--- src/rtl/strap_pkg.sv ---
package strap_pkg;
    typedef enum logic {
        PRIV_USER  = 1'b0,
        PRIV_SUPER = 1'b1
    } priv_e;

    typedef enum logic [2:0] {
        CSEL_STATUS  = 3'd0,
        CSEL_VEC     = 3'd1,
        CSEL_SCRATCH = 3'd2,
        CSEL_EPC     = 3'd3,
        CSEL_CAUSE   = 3'd4,
        CSEL_TVAL    = 3'd5
    } csr_sel_e;

    localparam int unsigned CODE_W      = 5;
    localparam int unsigned NUM_IRQ_SRC = 3;
    localparam int unsigned ST_SIE_POS  = 1;
    localparam int unsigned ST_SPIE_POS = 5;
    localparam int unsigned ST_SPP_POS  = 8;

    localparam logic [CODE_W-1:0] IRQ_CODE_SOFT  = 5'd1;
    localparam logic [CODE_W-1:0] IRQ_CODE_TIMER = 5'd5;
    localparam logic [CODE_W-1:0] IRQ_CODE_EXT   = 5'd9;
    localparam logic [CODE_W-1:0] EXC_INST_PF    = 5'd12;
    localparam logic [CODE_W-1:0] EXC_LOAD_PF    = 5'd13;
    localparam logic [CODE_W-1:0] EXC_STORE_PF   = 5'd15;
endpackage

--- src/rtl/strap_arbiter.sv ---
module strap_arbiter
    import strap_pkg::*;
#(
    parameter int unsigned N_SRC = NUM_IRQ_SRC
) (
    input  logic [N_SRC-1:0]  irq_lines,
    input  logic              sie,
    input  logic              exc_req,
    input  logic [CODE_W-1:0] exc_code,
    input  logic              ret_req,
    output logic              trap_take,
    output logic              trap_is_irq,
    output logic [CODE_W-1:0] trap_code,
    output logic              ret_take
);
    // irq_lines index 0 has the highest priority: external, software, timer
    function automatic logic [CODE_W-1:0] src_code(input int idx);
        case (idx)
            0:       return IRQ_CODE_EXT;
            1:       return IRQ_CODE_SOFT;
            default: return IRQ_CODE_TIMER;
        endcase
    endfunction

    logic              irq_hit;
    logic [CODE_W-1:0] irq_code;
    logic              irq_take;

    always_comb begin
        irq_hit  = 1'b0;
        irq_code = '0;
        for (int i = N_SRC - 1; i >= 0; i--) begin
            if (irq_lines[i]) begin
                irq_hit  = 1'b1;
                irq_code = src_code(i);
            end
        end
    end

    always_comb begin
        irq_take    = irq_hit & sie & ~exc_req;
        trap_take   = exc_req | irq_take;
        trap_is_irq = irq_take;
        trap_code   = exc_req ? exc_code : irq_code;
        ret_take    = ret_req & ~trap_take;
    end
endmodule

--- src/rtl/strap_csr_file.sv ---
module strap_csr_file
    import strap_pkg::*;
#(
    parameter int unsigned XLEN = 32
) (
    input  logic              clk,
    input  logic              rst_n,
    input  logic              trap_take,
    input  logic              trap_is_irq,
    input  logic [CODE_W-1:0] trap_code,
    input  logic [XLEN-1:0]   cur_pc,
    input  logic              cur_priv,
    input  logic [XLEN-1:0]   exc_addr,
    input  logic              ret_take,
    input  logic              wr_en,
    input  logic [2:0]        sel,
    input  logic [XLEN-1:0]   wdata,
    output logic [XLEN-1:0]   rdata,
    output logic [XLEN-1:0]   vec_o,
    output logic [XLEN-1:0]   epc_o,
    output logic [XLEN-1:0]   cause_o,
    output logic [XLEN-1:0]   scratch_o,
    output logic              sie_o,
    output logic              spie_o,
    output logic              spp_o
);
    localparam logic [XLEN-1:0] ALIGN_MASK = ~XLEN'(3);
    localparam int unsigned     CAUSE_PAD  = XLEN - 1 - CODE_W;

    typedef struct packed {
        logic [XLEN-1:0] vec;
        logic [XLEN-1:0] epc;
        logic [XLEN-1:0] cause;
        logic [XLEN-1:0] tval;
        logic [XLEN-1:0] scratch;
        logic            sie;
        logic            spie;
        logic            spp;
    } csr_state_t;

    csr_state_t st_d, st_q;
    logic       is_pf;

    always_comb begin
        st_d  = st_q;
        is_pf = (trap_code == EXC_INST_PF) || (trap_code == EXC_LOAD_PF) ||
                (trap_code == EXC_STORE_PF);
        if (wr_en) begin
            case (csr_sel_e'(sel))
                CSEL_STATUS: begin
                    st_d.sie  = wdata[ST_SIE_POS];
                    st_d.spie = wdata[ST_SPIE_POS];
                    st_d.spp  = wdata[ST_SPP_POS];
                end
                CSEL_VEC:     st_d.vec     = wdata & ALIGN_MASK;
                CSEL_SCRATCH: st_d.scratch = wdata;
                CSEL_EPC:     st_d.epc     = wdata & ALIGN_MASK;
                CSEL_CAUSE:   st_d.cause   = wdata;
                CSEL_TVAL:    st_d.tval    = wdata;
                default: ;
            endcase
        end
        if (trap_take) begin
            st_d.epc   = cur_pc & ALIGN_MASK;
            st_d.cause = {trap_is_irq, {CAUSE_PAD{1'b0}}, trap_code};
            st_d.tval  = (!trap_is_irq && is_pf) ? exc_addr : '0;
            st_d.spp   = cur_priv;
            st_d.spie  = st_q.sie;
            st_d.sie   = 1'b0;
        end else if (ret_take) begin
            st_d.sie  = st_q.spie;
            st_d.spie = 1'b1;
            st_d.spp  = PRIV_USER;
        end
    end

    always_ff @(posedge clk) begin
        if (!rst_n) st_q <= '0;
        else        st_q <= st_d;
    end

    always_comb begin
        rdata = '0;
        case (csr_sel_e'(sel))
            CSEL_STATUS: begin
                rdata[ST_SIE_POS]  = st_q.sie;
                rdata[ST_SPIE_POS] = st_q.spie;
                rdata[ST_SPP_POS]  = st_q.spp;
            end
            CSEL_VEC:     rdata = st_q.vec;
            CSEL_SCRATCH: rdata = st_q.scratch;
            CSEL_EPC:     rdata = st_q.epc;
            CSEL_CAUSE:   rdata = st_q.cause;
            CSEL_TVAL:    rdata = st_q.tval;
            default:      rdata = '0;
        endcase
    end

    assign vec_o     = st_q.vec;
    assign epc_o     = st_q.epc;
    assign cause_o   = st_q.cause;
    assign scratch_o = st_q.scratch;
    assign sie_o     = st_q.sie;
    assign spie_o    = st_q.spie;
    assign spp_o     = st_q.spp;
endmodule

--- src/rtl/strap_redirect.sv ---
module strap_redirect
    import strap_pkg::*;
#(
    parameter int unsigned XLEN = 32
) (
    input  logic            clk,
    input  logic            rst_n,
    input  logic            trap_take,
    input  logic            ret_take,
    input  logic [XLEN-1:0] vec,
    input  logic [XLEN-1:0] epc,
    input  logic            spp,
    output logic            redirect_valid,
    output logic [XLEN-1:0] redirect_pc,
    output logic            new_priv,
    output logic            trap_taken
);
    typedef struct packed {
        logic            valid;
        logic            pulse;
        logic [XLEN-1:0] pc;
        logic            priv;
    } redir_t;

    redir_t rd_d, rd_q;

    always_comb begin
        rd_d       = rd_q;
        rd_d.valid = trap_take | ret_take;
        rd_d.pulse = trap_take;
        if (trap_take) begin
            rd_d.pc   = vec;
            rd_d.priv = PRIV_SUPER;
        end else if (ret_take) begin
            rd_d.pc   = epc;
            rd_d.priv = spp;
        end
    end

    always_ff @(posedge clk) begin
        if (!rst_n) begin
            rd_q       <= '0;
            rd_q.priv  <= PRIV_SUPER;
        end else begin
            rd_q <= rd_d;
        end
    end

    assign redirect_valid = rd_q.valid;
    assign redirect_pc    = rd_q.pc;
    assign new_priv       = rd_q.priv;
    assign trap_taken     = rd_q.pulse;
endmodule

--- src/rtl/strap_unit.sv ---
module strap_unit
    import strap_pkg::*;
#(
    parameter int unsigned XLEN = 32
) (
    input  logic              clk,
    input  logic              rst_n,
    input  logic [XLEN-1:0]   cur_pc,
    input  logic              cur_priv,
    input  logic              exc_req,
    input  logic [CODE_W-1:0] exc_code,
    input  logic [XLEN-1:0]   exc_addr,
    input  logic              irq_soft,
    input  logic              irq_timer,
    input  logic              irq_ext,
    input  logic              ret_req,
    input  logic              csr_en,
    input  logic              csr_we,
    input  logic [2:0]        csr_sel,
    input  logic [XLEN-1:0]   csr_wdata,
    output logic [XLEN-1:0]   csr_rdata,
    output logic              csr_fault,
    output logic              redirect_valid,
    output logic [XLEN-1:0]   redirect_pc,
    output logic              new_priv,
    output logic              trap_taken
);
    logic              trap_take_w, trap_is_irq_w, ret_take_w;
    logic [CODE_W-1:0] trap_code_w;
    logic              csr_ok_w, csr_wr_w;
    logic [XLEN-1:0]   file_rdata_w;
    logic [XLEN-1:0]   vec_w, epc_w, cause_w, scratch_w;
    logic              sie_w, spie_w, spp_w;

    assign csr_ok_w  = (cur_priv == PRIV_SUPER);
    assign csr_wr_w  = csr_en & csr_we & csr_ok_w;
    assign csr_fault = csr_en & ~csr_ok_w;
    assign csr_rdata = (csr_en & csr_ok_w) ? file_rdata_w : '0;

    strap_arbiter #(.N_SRC(NUM_IRQ_SRC)) u_arb (
        .irq_lines   ({irq_timer, irq_soft, irq_ext}),
        .sie         (sie_w),
        .exc_req     (exc_req),
        .exc_code    (exc_code),
        .ret_req     (ret_req),
        .trap_take   (trap_take_w),
        .trap_is_irq (trap_is_irq_w),
        .trap_code   (trap_code_w),
        .ret_take    (ret_take_w)
    );

    strap_csr_file #(.XLEN(XLEN)) u_csr (
        .clk         (clk),
        .rst_n       (rst_n),
        .trap_take   (trap_take_w),
        .trap_is_irq (trap_is_irq_w),
        .trap_code   (trap_code_w),
        .cur_pc      (cur_pc),
        .cur_priv    (cur_priv),
        .exc_addr    (exc_addr),
        .ret_take    (ret_take_w),
        .wr_en       (csr_wr_w),
        .sel         (csr_sel),
        .wdata       (csr_wdata),
        .rdata       (file_rdata_w),
        .vec_o       (vec_w),
        .epc_o       (epc_w),
        .cause_o     (cause_w),
        .scratch_o   (scratch_w),
        .sie_o       (sie_w),
        .spie_o      (spie_w),
        .spp_o       (spp_w)
    );

    strap_redirect #(.XLEN(XLEN)) u_redir (
        .clk            (clk),
        .rst_n          (rst_n),
        .trap_take      (trap_take_w),
        .ret_take       (ret_take_w),
        .vec            (vec_w),
        .epc            (epc_w),
        .spp            (spp_w),
        .redirect_valid (redirect_valid),
        .redirect_pc    (redirect_pc),
        .new_priv       (new_priv),
        .trap_taken     (trap_taken)
    );
endmodule

--- config.mk ---
export PLATFORM = sky130hd
export DESIGN_NAME = strap_unit
export DESIGN_NICKNAME = d
export VERILOG_FILES = /design/src/rtl/strap_pkg.sv /design/src/rtl/strap_arbiter.sv /design/src/rtl/strap_csr_file.sv /design/src/rtl/strap_redirect.sv /design/src/rtl/strap_unit.sv
export SDC_FILE = /design/constraint.sdc
export NUM_CORES = 1
export LEC_CHECK = 0
export CAP_MARGIN = 20
export CORE_AREA = 3 3 173 141
export DETAILED_ROUTE_END_ITERATION = 16
export DIE_AREA = 0 0 176 144
export DONT_BUFFER_PORTS = 1
export PLACE_DENSITY = 0.55
export SLEW_MARGIN = 0
export SYNTH_ARGS = -nofsm -noshare
export SYNTH_HDL_FRONTEND = slang
export SYNTH_SLANG_ARGS = --single-unit
--- constraint.sdc ---
create_clock -name clk -period 2 [get_ports clk]
set_input_delay 0.1 -clock clk [delete_from_list [all_inputs] [get_ports clk]]
set_output_delay 0.1 -clock clk [all_outputs]
set_load 0.05 [all_outputs]
Word level (Yosys, flattened, before mapping)

Index checks and enable logic that the tools add are counted.

Register bits: 194
Bits of input ports: 114
Word-level logic and storage cells: 84

Reductions and logical operators: 23
Mux-type cells: 27
Equal/unequal tests: 8
Bitwise logic cells: 13

Operator list:

| cell                                                                   | number |
|---|---|
| 32-bit 2-to-1 mux                                                      | 6 |
| 131-bit 2-to-1 mux                                                     | 1 |
| 23-bit one-hot mux with 5 select lines                                 | 1 |
| 96-bit 2-to-1 mux                                                      | 1 |
| 33-bit 2-to-1 mux                                                      | 2 |
| 2-bit AND reduction                                                    | 8 |
| 5-bit by 4-bit equality test with 1-bit output (second input constant) | 3 |
| 3-bit one-hot mux with 5 select lines                                  | 1 |
| 2-bit nonzero test                                                     | 7 |
| 3-bit 2-to-1 mux                                                       | 4 |
| 1-bit one-hot mux with 6 select lines                                  | 2 |
| 2-bit one-hot mux with 5 select lines                                  | 1 |
| 1-bit AND                                                              | 7 |
| 3-bit by 2-bit equality test with 1-bit output (second input constant) | 2 |
| 3-bit equality test (second input constant)                            | 2 |
| 3-bit nonzero test                                                     | 2 |
| 5-bit 2-to-1 mux                                                       | 1 |
| 4-bit 2-to-1 mux                                                       | 1 |
| 1-bit NOT                                                              | 4 |
| 1-bit one-hot mux with 4 select lines                                  | 1 |
| 3-bit by 1-bit equality test with 1-bit output (second input constant) | 1 |
| 3-bit logical NOT                                                      | 1 |
| 1-bit 2-to-1 mux                                                       | 3 |
| 1-bit one-hot mux with 3 select lines                                  | 1 |
| 6 further kinds                                                        | 8 |

Longest topological paths before layout

Gate-level depths: netlist (run 1).

Depth in word-level cells: 10
Depth in mapped cells: 7
Gate-level depth less buffers: 4

By module

From an unflattened synthesis (run 1), not the netlist that was laid out.

Cells, all modules: 1267
Area, all modules: 10936.7 um2

Modules (own cells, without submodules):

| module         | times used | seq. area each (um2) | area an instance (um2) | cells an instance |
|---|---|---|---|---|
| strap_csr_file | 1          | 3183.1               | 8728.4                 | 1063 |
| strap_redirect | 1          | 700.7                | 1836.8                 | 150 |
| strap_unit     | 1          | 0.0                  | 274.0                  | 40 |
| strap_arbiter  | 1          | 0.0                  | 97.6                   | 14 |

Worst setup path before layout (run 1)

OpenSTA, ideal clock, no wires.

Path type: input port to output port
Start point: input port csr_sel[2]
End point: output port csr_rdata[10]
Cell stages on the path: 6
Arrival time: 2.046 ns
Path slack: -0.146 ns
Buffers on the path: 3
Cells stage by stage: clkbuf_1 nor3b_1 clkbuf_1 clkbuf_1 a22oi_1 a21oi_1

Longest elaborated chain between the ends: 3
Elaborated cells on any way between the ends: 7
Classes of those cells: 5 x eq/ne; 2 x mux

Ends and longest elaborated chain:

| item                                        | RTL line             | text |
|---|---|---|
| start: declaration                          | strap_unit.sv:19     | `input logic [2:0] csr_sel,` |
| 3-bit equality test (tied with other cells) | strap_csr_file.sv:84 | `case (csr_sel_e'(sel))` |
| 23-bit one-hot mux with 5 select lines *    | strap_csr_file.sv:84 |  |
| 32-bit 2-to-1 mux *                         | strap_unit.sv:38     | `assign csr_rdata = (csr_en & csr_ok_w) ? file_rdata_w : '0;` |
| end: declaration                            | strap_unit.sv:21     | `output logic [XLEN-1:0] csr_rdata,` |

Mark *: on every way between the ends. The rest lies on a longest branch, timed or not.

Final worst setup path (run 1)

Start point: input port exc_req
End point: register u_csr.st_q, in the netlist u_csr.spie_o

Longest elaborated chain between the ends: 7
Elaborated cells on any way between the ends: 10
Classes of those cells: 2 x mux; 5 x bitwise; 3 x reduce/logical

Ends and longest elaborated chain:

| item                                                                            | RTL line             | text |
|---|---|---|
| start: declaration                                                              | strap_unit.sv:10     | `input logic exc_req,` |
| 1-bit NOT                                                                       | strap_arbiter.sv:41  | `irq_take = irq_hit & sie & ~exc_req;` |
| 1-bit AND                                                                       | strap_arbiter.sv:41  |  |
| 1-bit OR *                                                                      | strap_arbiter.sv:42  | `trap_take = exc_req \| irq_take;` |
| 1-bit NOT                                                                       | strap_arbiter.sv:45  | `ret_take = ret_req & ~trap_take;` |
| 1-bit AND                                                                       | strap_arbiter.sv:45  |  |
| 3-bit nonzero test (no source line) / 3-bit 2-to-1 mux (equally long branches)  | n/a                  |  |
| 2-bit AND reduction (no source line) / 2-bit 2-to-1 mux (equally long branches) | n/a                  |  |
| end signal: assignment                                                          | strap_csr_file.sv:79 | `else st_q <= st_d;` |
| end: declaration                                                                | strap_csr_file.sv:41 | `csr_state_t st_d, st_q;` |

Marked as above.
A chain may end at the register's enable or synchronous reset.

==> results of run 1 <==
==> state kept, by name (all words and copies together), names as in the netlist <==
| register | cells |
|---|---|
| u_csr.st_q | 32 |
| u_csr.epc_o | 30 |
| u_csr.spie_o | 1 |
| u_redir.trap_taken | 1 |
| u_redir.redirect_pc | 30 |
| u_redir.new_priv | 1 |
| u_csr.sie_o | 1 |
| u_csr.spp_o | 1 |
| u_redir.redirect_valid | 1 |
| u_csr.cause_o | 32 |
| u_csr.vec_o | 30 |
| u_csr.scratch_o | 32 |
==> kinds of logic after synthesis <==
kind of cell           Yosys count  synth area share
AOI/OAI and AO/OA              341             0.234
other                            1          0.000426
buffers and inverters          104            0.0467
muxes                           97             0.111
DFF                            192             0.436
and+or+nand+nor                369             0.172
==> area by class of cell <==
type / count / area, sq um / share of cell area
Clock inverter: 13 / 134 / 0.0117
Clock buffer: 19 / 443 / 0.0387
Multi-Input combinational cell: 809 / 4710 / 0.411
Inverter: 3 / 13.8 / 0.00120
Sequential cell: 192 / 3840 / 0.336
Tap cell: 306 / 383 / 0.0334
Timing Repair Buffer: 204 / 1930 / 0.168
Antenna cell: 2 / 5.00 / 0.000437
==> final timing paths <==
check                         to  cells after the start  slack (ns)                 from
max                 u_csr.spie_o                      5        0.06              exc_req
min             u_csr.cause_o[2]                      3        0.02              exc_req
max reg2reg    u_csr.cause_o[31]                      5        0.09          u_csr.sie_o
min reg2reg  u_csr.scratch_o[23]                      2        0.45  u_csr.scratch_o[23]
==> timing repair <==
item,in CTS,in global routing
hold buffers,110,0
setup buffers,0,4
gates resized for setup,0,4
setup endpoints to repair,0,3
endpoints found under the hold margin,192,0
==> routing by layer <==
metal / routed length [microns] / part of all wire / up-vias / track usage
met5: 17 / 0.00053 / - / 0
met4: 373 / 0.012 / 2 / 0.0654
met3: 2790 / 0.087 / 34 / 0.0719
met2: 14500 / 0.45 / 356 / 0.394
met1: 14500 / 0.45 / 4134 / 0.337
li1: - / - / 4166 / -
==> placed cells by master, fill, tap and decap left out, types with 19 or more instances in the layout <==
cell type,instances
nand2_1,211
dfxtp_1,191
a21oi_1,145
dlygate4sd3_1,107
nor2_1,98
mux2i_1,93
buf_4,87
a211oi_1,60
nand3_1,30
a22oi_1,28
a21oi_2,20
o21ai_0,20
a31oi_1,19
==> through the flow <==
stage               std cells  area, sq um  hold WS, ns  utilization
detailed placement       1399         9680        0.180        0.428
floorplan                1105         8890        0.233            -
finish                   1548        11500       0.0243        0.506
CTS                      1541        11400       0.0109        0.503
global placement         1399         9680        0.178        0.428
global route             1548        11500       0.0309        0.506
==> worst min-delay path, stage by stage <==
cell,delay [ns]
nand2_1,0.07
and3_1,0.19
a311oi_1,0.06
==> report_power, final <==
group	leakage [nW]	internal, W	total (W)	switching, W
sequential	1.57	0.00397	0.00414	0.000172
combinational	2.14	0.000474	0.00117	0.000693
clock	0.286	0.00171	0.00342	0.00172
total	3.99	0.00615	0.00873	0.00258
==> flow_summary.json, run 1 <==
{
  "drt-initial-drc-count": 843,
  "relSlewSlack": 0.632,
  "drc": 0,
  "dieWidth_microns": 176,
  "grt_usage": 0.249,
  "status": "finished clean",
  "dp.final_hpwl_microns": 19800,
  "crit_family": "buffers and inverters",
  "cts_tree": "done",
  "first_pass_iters": 5,
  "power_density_nw_per_um2": 762,
  "fill_cells": 2142,
  "wl_microns": 32200,
  "ant_nets": 0,
  "worst-path-buf-inv": 2,
  "synth_ff_type": "dfxtp_1",
  "crit_chain": "dlygate4sd3_1 -> or4_1 -> a222oi_1 -> a21oi_1 -> dlygate4sd3_1",
  "drv_cap": 0,
  "num_io_pins": 182,
  "post-synth-top-count-cell": "nand2_1",
  "ctsHtreeMaxLevel": 4,
  "power.leakage_nw": 3.99,
  "worst_slack_ns": 0.0585,
  "viasPerCell": 5.61,
  "grt_pass1_wl_microns": 49100,
  "power_w": 0.00873,
  "skew_ns": 0.0191,
  "worstPathRequired_ns": 2.33,
  "ys_ff_latch": 192,
  "routed-via-count": 8692,
  "clockBufferDepth": 2,
  "grt_max_degree": 57,
  "synth_edf_count": 0,
  "rows": 49,
  "finalMaxSlewViolations": 0,
  "path_class": "in -> reg",
  "clk_latency_ns": 0.45,
  "yosysSeqAreaShare": 0.436,
  "min_period_ns": 1.94,
  "ys_async_sr_fraction": 0,
  "dpl_worst_slack_ns": 0.436,
  "clock_sinks": 192,
  "synth_area_leaders": "dfxtp_1 44%, mux2i_1 11%, a21oi_1 9.4%",
  "grt-ovfl-total": 0,
  "setup_viol": 0,
  "vdd_ir_drop_max_v": 0.000596,
  "cpPeakStageDelay_ns": 0.57,
  "rsz0062_at_grt": "false",
  "root_buffer": "clkbuf_16",
  "critPathCaptureType": "flop",
  "synth_common_cells": "212 x nand2_1, 192 x dfxtp_1, 165 x a21oi_1",
  "tightest_slew_ns": 0.551,
  "layout.nets": 1341,
  "ys_types": 46,
  "portBuffers": 0,
  "grt_pass1_vias": 8373,
  "critPathMostFrequentCell": "dlygate4sd3_1",
  "max_freq_ghz": 0.515,
  "syn_area_per_cell_sq_um": 7.98,
  "finalCritPeriodShare": 0.971,
  "syn_area_sq_um": 8810,
  "cts_inserted_buffers": 17,
  "clk_pin_slew_ns": 0.07,
  "syn_inst": 1104,
  "layout-drive-gt1-share": 0.136,
  "start_util": 0.389,
  "ys_warn_count": 0,
  "crit_slowest_cell": "dlygate4sd3_1",
  "dieHeight_microns": 144,
  "worstPathMaxFanout": 7,
  "hold_viol_final": 0,
  "start_kind": "input port",
  "synth.top_cell.area_share": 0.436,
  "min_path_type": "in -> reg",
  "core_sq_um": 22600,
  "yosysTopAreaCell": "dfxtp_1",
  "post_drt_wl_per_cell_microns": 20.8,
  "synthToLayoutAreaGrowth_pct": 30.0,
  "fin_setup_tns_ns": 0,
  "fp.dieArea_sq_um": 25300,
  "gp_congestion": 0.804,
  "antenna_found_initial": 3,
  "arrival_ns": 2.27
}
Note: power is estimated with default switching activity, not from simulation.
==> run 2, diff against run 1 <==
--- a/config.mk
+++ b/config.mk
@@ -6,11 +6,14 @@
 export NUM_CORES = 1
 export LEC_CHECK = 0
 export CAP_MARGIN = 20
+export CELL_PAD_IN_SITES_DETAIL_PLACEMENT = 1
+export CELL_PAD_IN_SITES_GLOBAL_PLACEMENT = 1
 export CORE_AREA = 3 3 173 141
+export CTS_CLUSTER_SIZE = 40
 export DETAILED_ROUTE_END_ITERATION = 16
 export DIE_AREA = 0 0 176 144
 export DONT_BUFFER_PORTS = 1
-export PLACE_DENSITY = 0.55
+export PLACE_DENSITY = 0.7
 export SLEW_MARGIN = 0
 export SYNTH_ARGS = -nofsm -noshare
 export SYNTH_HDL_FRONTEND = slang
==> run 2 against run 1 <==
  * Combinational power about the same
  * Largest power group unchanged
  * Cell area grew 1.7%
  * Utilization is 0.85 points higher
  * Sequential power hardly changed
  * First-iteration DRC count decreased by 7.6%
  * Clock skew is 0.0069 ns lower
  * Critical path depth rose by 1
  * Count of clock-buffer cells in the layout unchanged
  * Die area is the same
  * Worst setup slack gained 0.036 ns
==> flow_summary.json, run 2 (synthesized netlist as in run 1, its figures left out) <==
{
  "layout-drive-gt1-share": 0.126,
  "viasPerCell": 5.81,
  "grt_usage": 0.275,
  "reg2reg_slack_ns": 0.09,
  "max_freq_ghz": 0.525,
  "power_density_nw_per_um2": 775,
  "dieHeight_microns": 144,
  "start_util": 0.389,
  "synthToLayoutAreaGrowth_pct": 32.2,
  "critPathCaptureType": "flop",
  "core_sq_um": 22600,
  "num_io_pins": 182,
  "layout_common_cells": "211 x nand2_1, 192 x dfxtp_1, 145 x a21oi_1",
  "skew_ns": 0.0122,
  "gp_congestion": 0.831,
  "crit_family": "buffers and inverters",
  "fp.dieArea_sq_um": 25300,
  "cts_resized": 0,
  "grt-ovfl-total": 0,
  "drv_cap": 0,
  "cpPeakStageDelay_ns": 0.57,
  "root_buffer": "clkbuf_16",
  "finalCritPeriodShare": 0.953,
  "drt-initial-drc-count": 779,
  "grt_pass1_wl_microns": 54500,
  "relSlewSlack": 0.581,
  "layout.nets": 1326,
  "min_period_ns": 1.91,
  "clock_sinks": 192,
  "min_path_type": "in -> reg",
  "rows": 49,
  "rsz0062_at_grt": "false",
  "clockBufferDepth": 2,
  "routed-via-count": 8908,
  "worstPathMaxFanout": 10,
  "hold_viol_final": 0,
  "finalMaxSlewViolations": 0,
  "place_inst": 1392,
  "cts_inserted_buffers": 17,
  "antenna_found_initial": 4,
  "ctsHtreeMaxLevel": 4,
  "worst-path-buf-inv": 2,
  "grt_max_degree": 52,
  "status": "finished clean",
  "setup_viol": 0,
  "wl_microns": 34800,
  "portBuffers": 0,
  "arrival_ns": 2.29,
  "vdd_ir_drop_max_v": 0.000552,
  "mostFrequentLayoutCell": "nand2_1",
  "crit_slowest_cell": "dlygate4sd3_1",
  "fill_cells": 2589,
  "clk_pin_slew_ns": 0.07,
  "dieWidth_microns": 176,
  "first_pass_iters": 5,
  "power.leakage_nw": 3.97,
  "start_kind": "flop",
  "worstPathRequired_ns": 2.39,
  "grt_pass1_vias": 9344,
  "fin_setup_tns_ns": 0,
  "path_class": "reg -> reg",
  "drc": 0,
  "tightest_slew_ns": 0.623,
  "layout.cells.non_filler": 1534,
  "post_drt_wl_per_cell_microns": 22.7,
  "clk_latency_ns": 0.45,
  "cts_tree": "done",
  "dp.final_hpwl_microns": 21200,
  "crit_chain": "o31ai_1 -> nand2_1 -> buf_4 -> o21ai_1 -> dlygate4sd3_1 -> o311a_1",
  "ant_nets": 0
}
==> run 2: worst reg2reg max path, stage by stage, from the launching register on <==
cell,delay (ns)
dfxtp_1,0.36
o31ai_1,0.19
nand2_1,0.21
buf_4,0.23
o21ai_1,0.14
dlygate4sd3_1,0.57
o311a_1,0.15
==> run 2: report_power, final <==
group	internal, W	switching [W]	total [W]	leakage [nW]
Clock	0.00204	0.00166	0.00370	0.295
Combinational	0.000464	0.000694	0.00116	2.11
Sequential	0.00397	0.000195	0.00417	1.57
Total	0.00647	0.00255	0.00903	3.97
==> run 2: metal layers <==
layer | vias up | GRT usage | routed length, microns
met4 | 4 | 0.0766 | 651
met5 | - | 0 | 31
met2 | 334 | 0.447 | 15700
met3 | 53 | 0.0619 | 2470
li1 | 4136 | - | -
met1 | 4381 | 0.371 | 15900
==> run 2: what timing repair did <==
action | in CTS | in global routing
buffers inserted | 0 | 1
endpoints found under the setup margin | 0 | 1
hold buffers | 106 | 0
endpoints found under the hold margin | 191 | 0
==> run 2: layout make-up <==
type / instances / area [sq um] / area share
diodes: 3 / 7.51 / 0.000644
clock buffers: 19 / 443 / 0.0380
clock inverters: 13 / 180 / 0.0155
inverters: 3 / 13.8 / 0.00118
multi-input cells: 809 / 4690 / 0.403
flip-flops and latches: 192 / 3840 / 0.330
well taps: 306 / 383 / 0.0329
repair buffers: 189 / 2090 / 0.179
==> run 2: path summary, 6_finish.rpt <==
| check | cells past startpoint | start | end |
|---|---|---|---|
| hold reg to reg | 2 | u_csr.scratch_o[5] | u_csr.scratch_o[5] |
| hold / removal | 3 | irq_ext | u_csr.spie_o |
| setup / recovery | 6 | u_csr.sie_o | u_csr.cause_o[4] |
| setup reg to reg | 6 | u_csr.sie_o | u_csr.cause_o[4] |
==> run 2: stage by stage <==
| stage | area (sq um) | worst slack (ns) | util | total power (W) | hold WS, ns |
|---|---|---|---|---|---|
| finish | 11600 | 0.0947 | 0.515 | 0.00903 | 0.0222 |
| global route | 11600 | 0.0405 | 0.515 | 0.00934 | 0.0365 |
| CTS | 11600 | 0.125 | 0.514 | 0.00904 | 0.00411 |
| detailed placement | 9920 | 0.368 | 0.439 | 0.00511 | 0.180 |
| global placement | 9920 | 0.411 | 0.439 | 0.00509 | 0.178 |
| floorplan | 8890 | 0.0354 | - | 0.00486 | 0.233 |
==> run 3, diff against run 2 <==
--- a/config.mk
+++ b/config.mk
@@ -13,7 +13,7 @@
 export DETAILED_ROUTE_END_ITERATION = 16
 export DIE_AREA = 0 0 176 144
 export DONT_BUFFER_PORTS = 1
-export PLACE_DENSITY = 0.7
+export PLACE_DENSITY = 0.72
 export SLEW_MARGIN = 0
 export SYNTH_ARGS = -nofsm -noshare
 export SYNTH_HDL_FRONTEND = slang
==> constraint.sdc (replaced) <==
create_clock -name clk -period 1.7 [get_ports clk]
set_input_delay 0.085 -clock clk [delete_from_list [all_inputs] [get_ports clk]]
set_output_delay 0.085 -clock clk [all_outputs]
set_load 0.05 [all_outputs]
==> run 3 against run 2 <==
  * Cell count increased by 2.0%
  * Worst hold slack got worse by 0.012 ns
  * Flip-flop and latch count unchanged
  * Register-to-register slack improved by 0.03 ns
  * Power increased by 15%
  * Largest power group unchanged
==> flow_summary.json, run 3 (synthesized netlist as in run 1, its figures left out) <==
{
  "status": "finished clean",
  "portBuffers": 0,
  "drv_cap": 0,
  "layout_common_cells": "211 x nand2_1, 186 x dfxtp_1, 138 x a21oi_1",
  "antenna_found_initial": 4,
  "hold_viol_final": 0,
  "p_int_w": 0.00734,
  "worstPathMaxFanout": 2,
  "switchingPower_w": 0.00305,
  "gp_congestion": 0.826,
  "worst-path-buf-inv": 1,
  "mostFrequentLayoutCell": "nand2_1",
  "use_met2": 0.476,
  "layout.nets": 1356,
  "power.leakage_nw": 4.15,
  "dp.final_hpwl_microns": 22100,
  "crit_chain": "and3b_2 -> a21oi_2 -> o22a_1 -> nor2_2 -> buf_6",
  "finalCritPeriodShare": 0.998,
  "grt_usage": 0.283,
  "rows": 49,
  "min_path_type": "in -> reg",
  "post_drt_wl_per_cell_microns": 23.2,
  "power_density_nw_per_um2": 856,
  "tightest_slew_ns": 0.674,
  "grtUsageMet3": 0.0633,
  "cpPeakStageDelay_ns": 0.37,
  "rsz0062_at_grt": "true",
  "cts_inserted_buffers": 17,
  "drt-initial-drc-count": 678,
  "worstPathRequired_ns": 1.62,
  "power_w": 0.0104,
  "reg2reg_to": "u_csr.cause_o[3]",
  "max_freq_ghz": 0.590,
  "multi_input_area_sq_um": 4900,
  "dieHeight_microns": 144,
  "p_sw_frac": 0.294,
  "crit_family": "simple AND/OR/NAND/NOR gates",
  "first_pass_iters": 5,
  "global_route.usage.met1": 0.362,
  "crit_slowest_cell": "dfxtp_4",
  "core_sq_um": 22600,
  "path_class": "reg -> out",
  "clk_pin_slew_ns": 0.08,
  "dieWidth_microns": 176,
  "cts_tree": "done",
  "ctsHtreeMaxLevel": 4,
  "num_io_pins": 182,
  "reg2reg_slack_ns": 0.12,
  "ant_nets": 0,
  "fp.dieArea_sq_um": 25300,
  "timing.rr.start": "u_csr.sie_o",
  "hp-start": "rst_n",
  "wl_microns": 36300,
  "ff2ff_path_depth": 5,
  "setup_viol": 0,
  "start_util": 0.389,
  "synthToLayoutAreaGrowth_pct": 37.8,
  "root_buffer": "clkbuf_16",
  "layout-drive-gt1-share": 0.166,
  "vdd_ir_drop_max_v": 0.000663,
  "grt-ovfl-total": 0,
  "start_kind": "flop",
  "grt_pass1_wl_microns": 56000,
  "clk_latency_ns": 0.45,
  "skew_ns": 0.0157,
  "critPathCaptureType": "primary output",
  "combPwrFrac": 0.151,
  "clkPwrFrac": 0.386,
  "finalMaxSlewViolations": 0,
  "arrival_ns": 1.61,
  "viasPerCell": 5.85,
  "clock_sinks": 192,
  "whs_path_depth": 3,
  "drc": 0,
  "routed-via-count": 9156,
  "clockBufferDepth": 2,
  "busiest_layer": "met2",
  "p_seq_frac": 0.463,
  "fin_setup_tns_ns": 0,
  "ff_latch_area_sq_um": 3850,
  "hold_end": "u_csr.vec_o[17]",
  "grt_max_degree": 69,
  "grt_pass1_vias": 9677,
  "relSlewSlack": 0.549,
  "fill_cells": 2607,
  "min_period_ns": 1.70
}
-- run 3: how the worst max path moves through the flow --
stage / from / to / slack (ns) / depth (start not counted)
after floorplan: csr_sel[0] / csr_rdata[7] / -0.23 / 7
after global placement: irq_soft / u_csr.cause_o[31] / 0.20 / 4
after detailed placement: u_csr.sie_o / u_redir.redirect_pc[31] / 0.14 / 6
after CTS: u_csr.vec_o[5] / csr_rdata[5] / 0.003 / 5
after global routing: u_csr.epc_o[5] / csr_rdata[5] / -0.03 / 5
final: u_csr.vec_o[30] / csr_rdata[30] / 0.004 / 5
-- run 3: power groups by stage --
stage / combinational [W] / sequential (W) / clock (W)
after CTS: 0.00154 / 0.00480 / 0.00404
after floorplan: 0.000720 / 0.00502 / 0
after detailed placement: 0.00121 / 0.00490 / 0
final: 0.00157 / 0.00481 / 0.00401
after global routing: 0.00167 / 0.00483 / 0.00425
after global placement: 0.00119 / 0.00490 / 0
-- run 3: repair_timing --
action / in CTS / in global routing
pin swaps: 3 / 6
gates cloned: 0 / 0
hold endpoints to repair: 191 / 0
setup buffers: 0 / 3
hold buffers: 103 / 0
setup endpoints to repair: 3 / 3
gates resized for setup: 6 / 10
-- run 3: stage by stage --
stage | area (sq um) | std cells | util | setup WS, ns | hold WS [ns]
6_report | 12100 | 1565 | 0.537 | 0.00369 | 0.0105
5_1_grt | 12100 | 1565 | 0.537 | -0.0287 | 0.0150
4_1_cts | 12100 | 1558 | 0.534 | 0.00293 | 0.00568
3_5_place_dp | 10400 | 1423 | 0.461 | 0.143 | 0.164
3_3_place_gp | 10400 | 1423 | 0.461 | 0.197 | 0.161
2_1_floorplan | 9070 | 1105 | - | -0.235 | 0.218
-- run 3: final cells by class --
cell class                      count  share of cell area
Multi-Input combinational cell    809               0.404
Timing Repair Buffer              219               0.199
Sequential cell                   192               0.317
Tap cell                          306              0.0315
Inverter                            3             0.00113
Antenna cell                        4            0.000825
Clock buffer                       18              0.0354
Clock inverter                     14              0.0108
-- run 3: per-layer routing --
metal	routed length (microns)	up-vias	share of wire
li1	-	4191	-
met1	15600	4533	0.43
met2	17400	365	0.48
met3	2460	65	0.068
met4	801	2	0.022
met5	13	-	0.00036
-- run 3: worst register-to-register path, cell delays in order, from the launching register on --
cell and delay (ns):
dfxtp_1 0.43, o31a_1 0.35, nor2_4 0.08, buf_4 0.18, buf_12 0.17, a311oi_1 0.28
